===== config.mk =====
export PLATFORM = sky130hd
export DESIGN_NAME = wt_store_queue
export DESIGN_NICKNAME = d
export VERILOG_FILES = /design/src/rtl/wtb_pkg.sv /design/src/rtl/wtb_queue.sv /design/src/rtl/wtb_hazard.sv /design/src/rtl/wtb_arbiter.sv /design/src/rtl/wt_store_queue.sv
export SDC_FILE = /design/constraint.sdc
export NUM_CORES = 1
export LEC_CHECK = 0
export BUFFER_PORTS_ARGS = -buffer_cell sky130_fd_sc_hd__clkbuf_2
export CAP_MARGIN = 20
export CORE_MARGIN = 1
export CORE_UTILIZATION = 40
export DETAILED_ROUTE_END_ITERATION = 10
export SLEW_MARGIN = 0
export SYNTH_ARGS = -nofsm -noshare
export SYNTH_HDL_FRONTEND = slang
export SYNTH_SLANG_ARGS = --single-unit

===== constraint.sdc =====
create_clock -name clk -period 4.1 [get_ports clk]
set_input_delay 0.205 -clock clk [delete_from_list [all_inputs] [get_ports clk]]
set_output_delay 0.205 -clock clk [all_outputs]
set_load 0.01 [all_outputs]

===== src/rtl/wtb_pkg.sv =====
package wtb_pkg;
    typedef enum logic [1:0] {
        ARB_IDLE  = 2'd0,
        ARB_WRITE = 2'd1,
        ARB_READ  = 2'd2,
        ARB_FLUSH = 2'd3
    } arb_state_e;
endpackage


===== src/rtl/wtb_queue.sv =====
module wtb_queue #(
    parameter int DEPTH  = 4,
    parameter int ADDR_W = 16,
    parameter int DATA_W = 32,
    parameter int BE_W   = DATA_W / 8,
    parameter int PTR_W  = (DEPTH > 1) ? $clog2(DEPTH) : 1,
    parameter int CNT_W  = $clog2(DEPTH + 1)
) (
    input  logic                          clk,
    input  logic                          rst_n,
    input  logic                          push,
    input  logic [ADDR_W-1:0]             push_addr,
    input  logic [DATA_W-1:0]             push_data,
    input  logic [BE_W-1:0]               push_be,
    input  logic                          pop,
    output logic [ADDR_W-1:0]             head_addr,
    output logic [DATA_W-1:0]             head_data,
    output logic [BE_W-1:0]               head_be,
    output logic                          full,
    output logic                          empty,
    output logic [PTR_W-1:0]              head_ptr,
    output logic [CNT_W-1:0]              count,
    output logic [DEPTH-1:0][ADDR_W-1:0]  slot_addr,
    output logic [DEPTH-1:0][BE_W-1:0]    slot_be
);
    logic [DEPTH-1:0][ADDR_W-1:0] addr_q;
    logic [DEPTH-1:0][DATA_W-1:0] data_q;
    logic [DEPTH-1:0][BE_W-1:0]   be_q;
    logic [PTR_W-1:0]             tail_ptr;

    function automatic logic [PTR_W-1:0] wrap_inc(input logic [PTR_W-1:0] p);
        return (p == PTR_W'(DEPTH - 1)) ? '0 : p + 1'b1;
    endfunction

    always_ff @(posedge clk or negedge rst_n) begin
        if (!rst_n) begin
            head_ptr <= '0;
            tail_ptr <= '0;
            count    <= '0;
        end else begin
            if (push) tail_ptr <= wrap_inc(tail_ptr);
            if (pop)  head_ptr <= wrap_inc(head_ptr);
            case ({push, pop})
                2'b10:   count <= count + 1'b1;
                2'b01:   count <= count - 1'b1;
                default: count <= count;
            endcase
        end
    end

    always_ff @(posedge clk) begin
        if (push) begin
            addr_q[tail_ptr] <= push_addr;
            data_q[tail_ptr] <= push_data;
            be_q[tail_ptr]   <= push_be;
        end
    end

    assign full      = (count == CNT_W'(DEPTH));
    assign empty     = (count == '0);
    assign head_addr = addr_q[head_ptr];
    assign head_data = data_q[head_ptr];
    assign head_be   = be_q[head_ptr];
    assign slot_addr = addr_q;
    assign slot_be   = be_q;

    assert_no_underflow_R4: assert property (@(posedge clk) disable iff (!rst_n)
        pop |-> !empty);
    assert_count_hold_R3: assert property (@(posedge clk) disable iff (!rst_n)
        (push && pop) |=> $stable(count));
    assert_count_up_R2: assert property (@(posedge clk) disable iff (!rst_n)
        (push && !pop) |=> (count == $past(count) + 1'b1));
endmodule


===== src/rtl/wtb_hazard.sv =====
module wtb_hazard #(
    parameter int DEPTH  = 4,
    parameter int ADDR_W = 16,
    parameter int BE_W   = 4,
    parameter int PTR_W  = (DEPTH > 1) ? $clog2(DEPTH) : 1,
    parameter int CNT_W  = $clog2(DEPTH + 1)
) (
    input  logic [DEPTH-1:0][ADDR_W-1:0] slot_addr,
    input  logic [DEPTH-1:0][BE_W-1:0]   slot_be,
    input  logic [PTR_W-1:0]             head_ptr,
    input  logic [CNT_W-1:0]             count,
    input  logic [ADDR_W-1:0]            rd_addr,
    input  logic [BE_W-1:0]              rd_be,
    output logic                         hit,
    output logic [CNT_W-1:0]             need
);
    localparam int SUM_W = PTR_W + 1;

    always_comb begin
        need = '0;
        for (int k = 0; k < DEPTH; k++) begin
            logic [SUM_W-1:0] sum;
            logic [PTR_W-1:0] idx;
            sum = {1'b0, head_ptr} + SUM_W'(k);
            if (sum >= SUM_W'(DEPTH)) sum = sum - SUM_W'(DEPTH);
            idx = sum[PTR_W-1:0];
            if ((CNT_W'(k) < count) && (slot_addr[idx] == rd_addr)
                && ((slot_be[idx] & rd_be) != '0))
                need = CNT_W'(k + 1);
        end
        hit = (need != '0);
    end
endmodule


===== src/rtl/wtb_arbiter.sv =====
module wtb_arbiter
    import wtb_pkg::*;
#(
    parameter int CNT_W = 3
) (
    input  logic             clk,
    input  logic             rst_n,
    input  logic             rd_valid,
    input  logic             hit,
    input  logic [CNT_W-1:0] need,
    input  logic             q_empty,
    input  logic             mem_ready,
    output logic             mem_valid,
    output logic             mem_write,
    output logic             pop,
    output logic             rd_grant
);
    arb_state_e       state, state_nx;
    logic [CNT_W-1:0] drain_left, drain_nx;

    always_comb begin
        state_nx = state;
        drain_nx = drain_left;
        unique case (state)
            ARB_IDLE: begin
                if (rd_valid && !hit) begin
                    state_nx = ARB_READ;
                end else if (rd_valid && hit) begin
                    state_nx = ARB_FLUSH;
                    drain_nx = need;
                end else if (!q_empty) begin
                    state_nx = ARB_WRITE;
                end
            end
            ARB_WRITE: if (mem_ready) state_nx = ARB_IDLE;
            ARB_READ:  if (mem_ready) state_nx = ARB_IDLE;
            ARB_FLUSH: begin
                if (mem_ready) begin
                    drain_nx = drain_left - 1'b1;
                    if (drain_left == CNT_W'(1)) state_nx = ARB_READ;
                end
            end
            default: state_nx = ARB_IDLE;
        endcase
    end

    always_ff @(posedge clk or negedge rst_n) begin
        if (!rst_n) begin
            state      <= ARB_IDLE;
            drain_left <= '0;
        end else begin
            state      <= state_nx;
            drain_left <= drain_nx;
        end
    end

    always_comb begin
        mem_valid = 1'b0;
        mem_write = 1'b0;
        unique case (state)
            ARB_IDLE:  ;
            ARB_WRITE: begin mem_valid = 1'b1; mem_write = 1'b1; end
            ARB_FLUSH: begin mem_valid = 1'b1; mem_write = 1'b1; end
            ARB_READ:  mem_valid = 1'b1;
            default:   ;
        endcase
        pop      = mem_write && mem_ready;
        rd_grant = (state == ARB_READ) && mem_ready;
    end

    assert_bypass_R6: assert property (@(posedge clk) disable iff (!rst_n)
        (state == ARB_IDLE && rd_valid && !hit) |=> (mem_valid && !mem_write));
    assert_hazard_drain_R8: assert property (@(posedge clk) disable iff (!rst_n)
        (state == ARB_IDLE && rd_valid && hit) |=> (mem_valid && mem_write));
    assert_flush_count_R8: assert property (@(posedge clk) disable iff (!rst_n)
        (state == ARB_FLUSH) |-> (drain_left != '0));
    assert_idle_quiet_R10: assert property (@(posedge clk) disable iff (!rst_n)
        (state == ARB_IDLE && !rd_valid && q_empty) |=> !mem_valid);
endmodule


===== src/rtl/wt_store_queue.sv =====
module wt_store_queue #(
    parameter int DEPTH  = 4,
    parameter int ADDR_W = 16,
    parameter int DATA_W = 32
) (
    input  logic                  clk,
    input  logic                  rst_n,
    input  logic                  st_valid,
    output logic                  st_ready,
    input  logic [ADDR_W-1:0]     st_addr,
    input  logic [DATA_W-1:0]     st_data,
    input  logic [DATA_W/8-1:0]   st_be,
    input  logic                  rd_valid,
    input  logic [ADDR_W-1:0]     rd_addr,
    input  logic [DATA_W/8-1:0]   rd_be,
    output logic                  rd_grant,
    output logic                  mem_valid,
    input  logic                  mem_ready,
    output logic                  mem_write,
    output logic [ADDR_W-1:0]     mem_addr,
    output logic [DATA_W-1:0]     mem_data,
    output logic [DATA_W/8-1:0]   mem_be
);
    localparam int BE_W  = DATA_W / 8;
    localparam int PTR_W = (DEPTH > 1) ? $clog2(DEPTH) : 1;
    localparam int CNT_W = $clog2(DEPTH + 1);

    logic                         push, pop, q_full, q_empty, hit;
    logic [ADDR_W-1:0]            head_addr;
    logic [DATA_W-1:0]            head_data;
    logic [BE_W-1:0]              head_be;
    logic [PTR_W-1:0]             head_ptr;
    logic [CNT_W-1:0]             count, need;
    logic [DEPTH-1:0][ADDR_W-1:0] slot_addr;
    logic [DEPTH-1:0][BE_W-1:0]   slot_be;

    assign st_ready = !q_full;
    assign push     = st_valid && st_ready;

    wtb_queue #(.DEPTH(DEPTH), .ADDR_W(ADDR_W), .DATA_W(DATA_W), .BE_W(BE_W),
                .PTR_W(PTR_W), .CNT_W(CNT_W)) u_queue (
        .clk(clk), .rst_n(rst_n), .push(push), .push_addr(st_addr),
        .push_data(st_data), .push_be(st_be), .pop(pop),
        .head_addr(head_addr), .head_data(head_data), .head_be(head_be),
        .full(q_full), .empty(q_empty), .head_ptr(head_ptr), .count(count),
        .slot_addr(slot_addr), .slot_be(slot_be));

    wtb_hazard #(.DEPTH(DEPTH), .ADDR_W(ADDR_W), .BE_W(BE_W),
                 .PTR_W(PTR_W), .CNT_W(CNT_W)) u_hazard (
        .slot_addr(slot_addr), .slot_be(slot_be), .head_ptr(head_ptr),
        .count(count), .rd_addr(rd_addr), .rd_be(rd_be),
        .hit(hit), .need(need));

    wtb_arbiter #(.CNT_W(CNT_W)) u_arb (
        .clk(clk), .rst_n(rst_n), .rd_valid(rd_valid), .hit(hit), .need(need),
        .q_empty(q_empty), .mem_ready(mem_ready), .mem_valid(mem_valid),
        .mem_write(mem_write), .pop(pop), .rd_grant(rd_grant));

    assign mem_addr = mem_write ? head_addr : rd_addr;
    assign mem_data = mem_write ? head_data : '0;
    assign mem_be   = mem_write ? head_be   : rd_be;

    assert_req_hold_R5: assert property (@(posedge clk) disable iff (!rst_n)
        (mem_valid && !mem_ready) |=> (mem_valid && $stable(mem_write)
            && $stable(mem_addr) && $stable(mem_data) && $stable(mem_be)));
    assert_grant_read_R9: assert property (@(posedge clk) disable iff (!rst_n)
        rd_grant |-> (rd_valid && !mem_write));
endmodule


==> results.json <==
{
  "status": "finished clean",
  "async_reset_ff_share_pct": 5.45,
  "cell_area_after_technology_mapping_mm2": 0.0118,
  "drt_pre_antenna_iters": 7,
  "crit_path_max_incr_delay_ns": 0.53,
  "yosys.cell_types.count": 62,
  "power_per_cell_area_mw_per_mm2": 755,
  "fin_tns_setup_ns": 0,
  "post_synth_inst_count": 774,
  "cts_root_buf": "sky130_fd_sc_hd__clkbuf_16",
  "syn_nets": 867,
  "area_growth_syn_to_layout_pct": 20.5,
  "synth_flop_cell": "sky130_fd_sc_hd__edfxtp_1",
  "boundaryPins": 133,
  "layout_worst_path_cycle_share_pct": 93.2,
  "rsz0062_at_grt": "no",
  "power.static_leakage_nw": 5.07,
  "floorplan.initialDensity_pct": 40.9,
  "synth-edff-count": 208,
  "gr-usage-all-layers_pct": 19.1,
  "buffer_and_inverter_count_on_the_worst_path": 1,
  "die_area_mm2": 0.0303,
  "hpwl_um": 19400,
  "ff2ff_setup_slack_ns": 0.28,
  "vias": 7577,
  "type_of_element_launching_the_critical_path": "register",
  "syn-mean-instance-area_um2": 15.3,
  "placeableCoreArea_mm2": 0.0289,
  "route.antenna.remaining_nets": 0,
  "worst_setup_hold_path_clk_slew_ns": 0.06,
  "setup_viol_count_final": 0,
  "total_chip_power_mw": 10.8,
  "min_period_ns": 3.82,
  "crit_chain": "ha_2 > buf_12 > mux4_2 > xnor2_1 > nand4_1 > or4b_1 > nor4_2 > o41ai_2 > a2111oi_1 > nor3_1",
  "ctsLongestPathBuffers": 3,
  "final_hold_viol_count": 0,
  "met1_length_um": 12900,
  "ir_drop_worst_case_vdd_uv": 410,
  "ys_seq_elements": 220,
  "seq_area_frac_synth_pct": 55.3,
  "final-max-slew-violation-count": 0,
  "tritoncts_num_sinks": 220,
  "ff_latch_area_mm2": 0.00655,
  "setup.worst_path.end_class": "register",
  "n_fill_cell": 2480,
  "grt_first_pass_wirelength_um": 44800,
  "post_drt_via_cell_ratio": 5.63,
  "dr.first_iter.drc_count": 634,
  "top_layer": "met5",
  "ws_path_type": "register to register",
  "final_nets": 1040,
  "maxCapViolCount": 0,
  "worstMarginPinSlew_ns": 0.822,
  "port-buffer-count": 132,
  "wl_met3_um": 1940,
  "worst_ep_arrival_time_ns": 4.22,
  "route.met2.wl_um": 13400,
  "std_cell_rows": 62,
  "number_of_antenna_violations_at_the_first_check_in_global_routing": 1,
  "drive_above_1_share_pct": 32.3,
  "cts_tree": "built",
  "multi_input_comb_area_mm2": 0.00496,
  "critical_path.top_delay_family": "simple AND/OR/NAND/NOR gates",
  "htree_num_levels": 1,
  "crit_slowest_cell": "sky130_fd_sc_hd__mux4_2",
  "finalWeightedCongestion": 0.900,
  "ys_warn_count": 0,
  "fin_worst_skew_ns": 0.0149,
  "worst_hold_path_type": "input pin to register",
  "wl_per_cell_um": 21.4,
  "overflow": 0,
  "grt_max_degree": 121,
  "worst_skew_pair_later_pin_latency_ns": 0.53,
  "diodes": 0,
  "crit_required_ns": 4.49,
  "cts_inserted_buffers": 23,
  "routed_wire_length_um": 28800,
  "post-route-drc-count": 0,
  "achievable_frequency_mhz": 262,
  "crit_fanout": 15,
  "grt_pass1_vias": 7730,
  "die_height_um": 174,
  "timing.max_slew.rel_slack_pct": 45.2,
  "post_cts_buffers": 0,
  "fp.dieW_um": 174
}
-- cells in the mapped netlist (3+ instances only) --
master / n / area share (%)
sky130_fd_sc_hd__or3_1: 6 / 0.32
sky130_fd_sc_hd__mux2i_1: 42 / 3.5
sky130_fd_sc_hd__a21oi_1: 9 / 0.38
sky130_fd_sc_hd__o211ai_1: 5 / 0.32
sky130_fd_sc_hd__ha_1: 16 / 1.7
sky130_fd_sc_hd__and2_1: 36 / 1.9
sky130_fd_sc_hd__dfrtp_1: 12 / 2.5
sky130_fd_sc_hd__buf_2: 11 / 0.46
sky130_fd_sc_hd__nand4_1: 12 / 0.63
sky130_fd_sc_hd__buf_4: 4 / 0.25
sky130_fd_sc_hd__inv_1: 19 / 0.60
sky130_fd_sc_hd__mux2_2: 22 / 2.1
sky130_fd_sc_hd__and3_1: 6 / 0.32
sky130_fd_sc_hd__edfxtp_1: 208 / 53
sky130_fd_sc_hd__nor2_1: 12 / 0.38
sky130_fd_sc_hd__clkbuf_1: 23 / 0.73
sky130_fd_sc_hd__nand3_1: 6 / 0.25
sky130_fd_sc_hd__mux4_2: 89 / 17
sky130_fd_sc_hd__nor3_1: 6 / 0.25
sky130_fd_sc_hd__xor2_1: 8 / 0.59
sky130_fd_sc_hd__a221oi_1: 9 / 0.67
sky130_fd_sc_hd__o21ai_0: 22 / 0.93
sky130_fd_sc_hd__nor3b_1: 3 / 0.19
sky130_fd_sc_hd__buf_1: 7 / 0.22
sky130_fd_sc_hd__nor2b_1: 4 / 0.21
sky130_fd_sc_hd__nand2_1: 49 / 1.6
sky130_fd_sc_hd__xnor2_1: 60 / 4.4
sky130_fd_sc_hd__a22oi_1: 6 / 0.38
sky130_fd_sc_hd__nor4_1: 8 / 0.42
sky130_fd_sc_hd__o22ai_1: 5 / 0.26
sky130_fd_sc_hd__buf_6: 8 / 0.76
-- cell type report --
| class | count | area share, % |
|---|---|---|
| clock buffer | 27 | 4.14 |
| clock inverter | 14 | 1.50 |
| inverter | 21 | 0.552 |
| multi-input combinational | 480 | 34.7 |
| sequential | 220 | 45.9 |
| tap | 384 | 3.37 |
| timing repair buffer | 201 | 9.80 |
-- layout by cell type (no fill, tap or decap), types with 10 or more instances in the layout --
cell type                         n
sky130_fd_sc_hd__dfrtp_1         10
sky130_fd_sc_hd__xnor2_1         60
sky130_fd_sc_hd__mux4_2          89
sky130_fd_sc_hd__o21ai_0         22
sky130_fd_sc_hd__mux2_2          22
sky130_fd_sc_hd__nand2_1         49
sky130_fd_sc_hd__edfxtp_1       208
sky130_fd_sc_hd__and2_1          36
sky130_fd_sc_hd__inv_1           18
sky130_fd_sc_hd__mux2i_1         42
sky130_fd_sc_hd__clkbuf_2       132
sky130_fd_sc_hd__clkbuf_16       23
sky130_fd_sc_hd__nor2_1          12
sky130_fd_sc_hd__ha_1            15
sky130_fd_sc_hd__nand4_1         12
sky130_fd_sc_hd__dlygate4sd3_1   53
-- metal layers --
layer  global-route usage (%)  up-vias
met5                        0        -
met4                     4.82        2
met3                     3.76       42
met2                     30.2      270
met1                     27.0     3843
li1                         -     3420
-- state kept, by name, indices dropped and copies added (netlist names) --
name / cells
u_arb.drain_left: 3
u_arb.state: 2
u_queue.count: 3
u_queue.data_q: 128
u_queue.head_ptr: 2
u_queue.slot_addr: 64
u_queue.slot_be: 16
u_queue.tail_ptr: 2
-- worst reg2reg max path, stage by stage (launching register included) --
cell and delay, ns:
sky130_fd_sc_hd__dfrtp_4 0.49, sky130_fd_sc_hd__ha_2 0.49, sky130_fd_sc_hd__buf_12 0.21, sky130_fd_sc_hd__mux4_2 0.54, sky130_fd_sc_hd__xnor2_1 0.27, sky130_fd_sc_hd__nand4_1 0.11
sky130_fd_sc_hd__or4b_1 0.50, sky130_fd_sc_hd__nor4_2 0.33, sky130_fd_sc_hd__o41ai_2 0.20, sky130_fd_sc_hd__a2111oi_1 0.45, sky130_fd_sc_hd__nor3_1 0.10
-- logic make-up (layout without fill, tap and decap cells) --
kind of cell | count (synthesis) | count (layout) | synth area share (%)
AOI/OAI and AO/OA | 83 | 83 | 4.96
xor gates and xnor gates | 68 | 68 | 5.03
adders and majority gates | 16 | 16 | 1.69
buffers and inverters | 74 | 263 | 3.09
DFF | 220 | 220 | 55.3
muxes | 153 | 153 | 22.6
and+or+nand+nor | 160 | 160 | 7.41
-- path summary, 6_finish.rpt --
kind / start / to / depth (start not counted)
max reg2reg: u_queue.head_ptr[1] / u_arb.drain_left[2] / 10
max in group asynchronous: rst_n / u_queue.head_ptr[0] / 2
min in group asynchronous: rst_n / u_queue.head_ptr[1] / 2
min: rd_valid / u_arb.state[0] / 3
max: u_queue.head_ptr[1] / u_arb.drain_left[2] / 10
min reg2reg: u_arb.state[1] / u_arb.state[1] / 2
-- report_power, final --
group,total (mW),internal (mW),switching [mW]
Combinational,5.33,2.50,2.83
Clock,2.24,1.36,0.882
Sequential,3.21,2.98,0.236
Total,10.8,6.83,3.95
-- metrics by stage --
stage                     util, %  hold WS, ns  cells  instance area (um2)  worst slack, ns
after floorplan                 -      -0.0906    774                11800            0.987
after global placement       44.7        0.125   1253                12900            0.293
after detailed placement     44.7        0.129   1253                12900            0.163
after CTS                    49.3       0.0261   1347                14300            0.102
after global routing         49.3       0.0474   1347                14300           0.0609
final                        49.3       0.0506   1347                14300            0.278
-- what timing repair did --
item,in CTS,in global routing
endpoints found under the setup margin,0,1
gates resized for setup,0,3
endpoints found under the hold margin,220,0
hold buffers,53,0
Note: power is estimated with default switching activity, not from simulation.
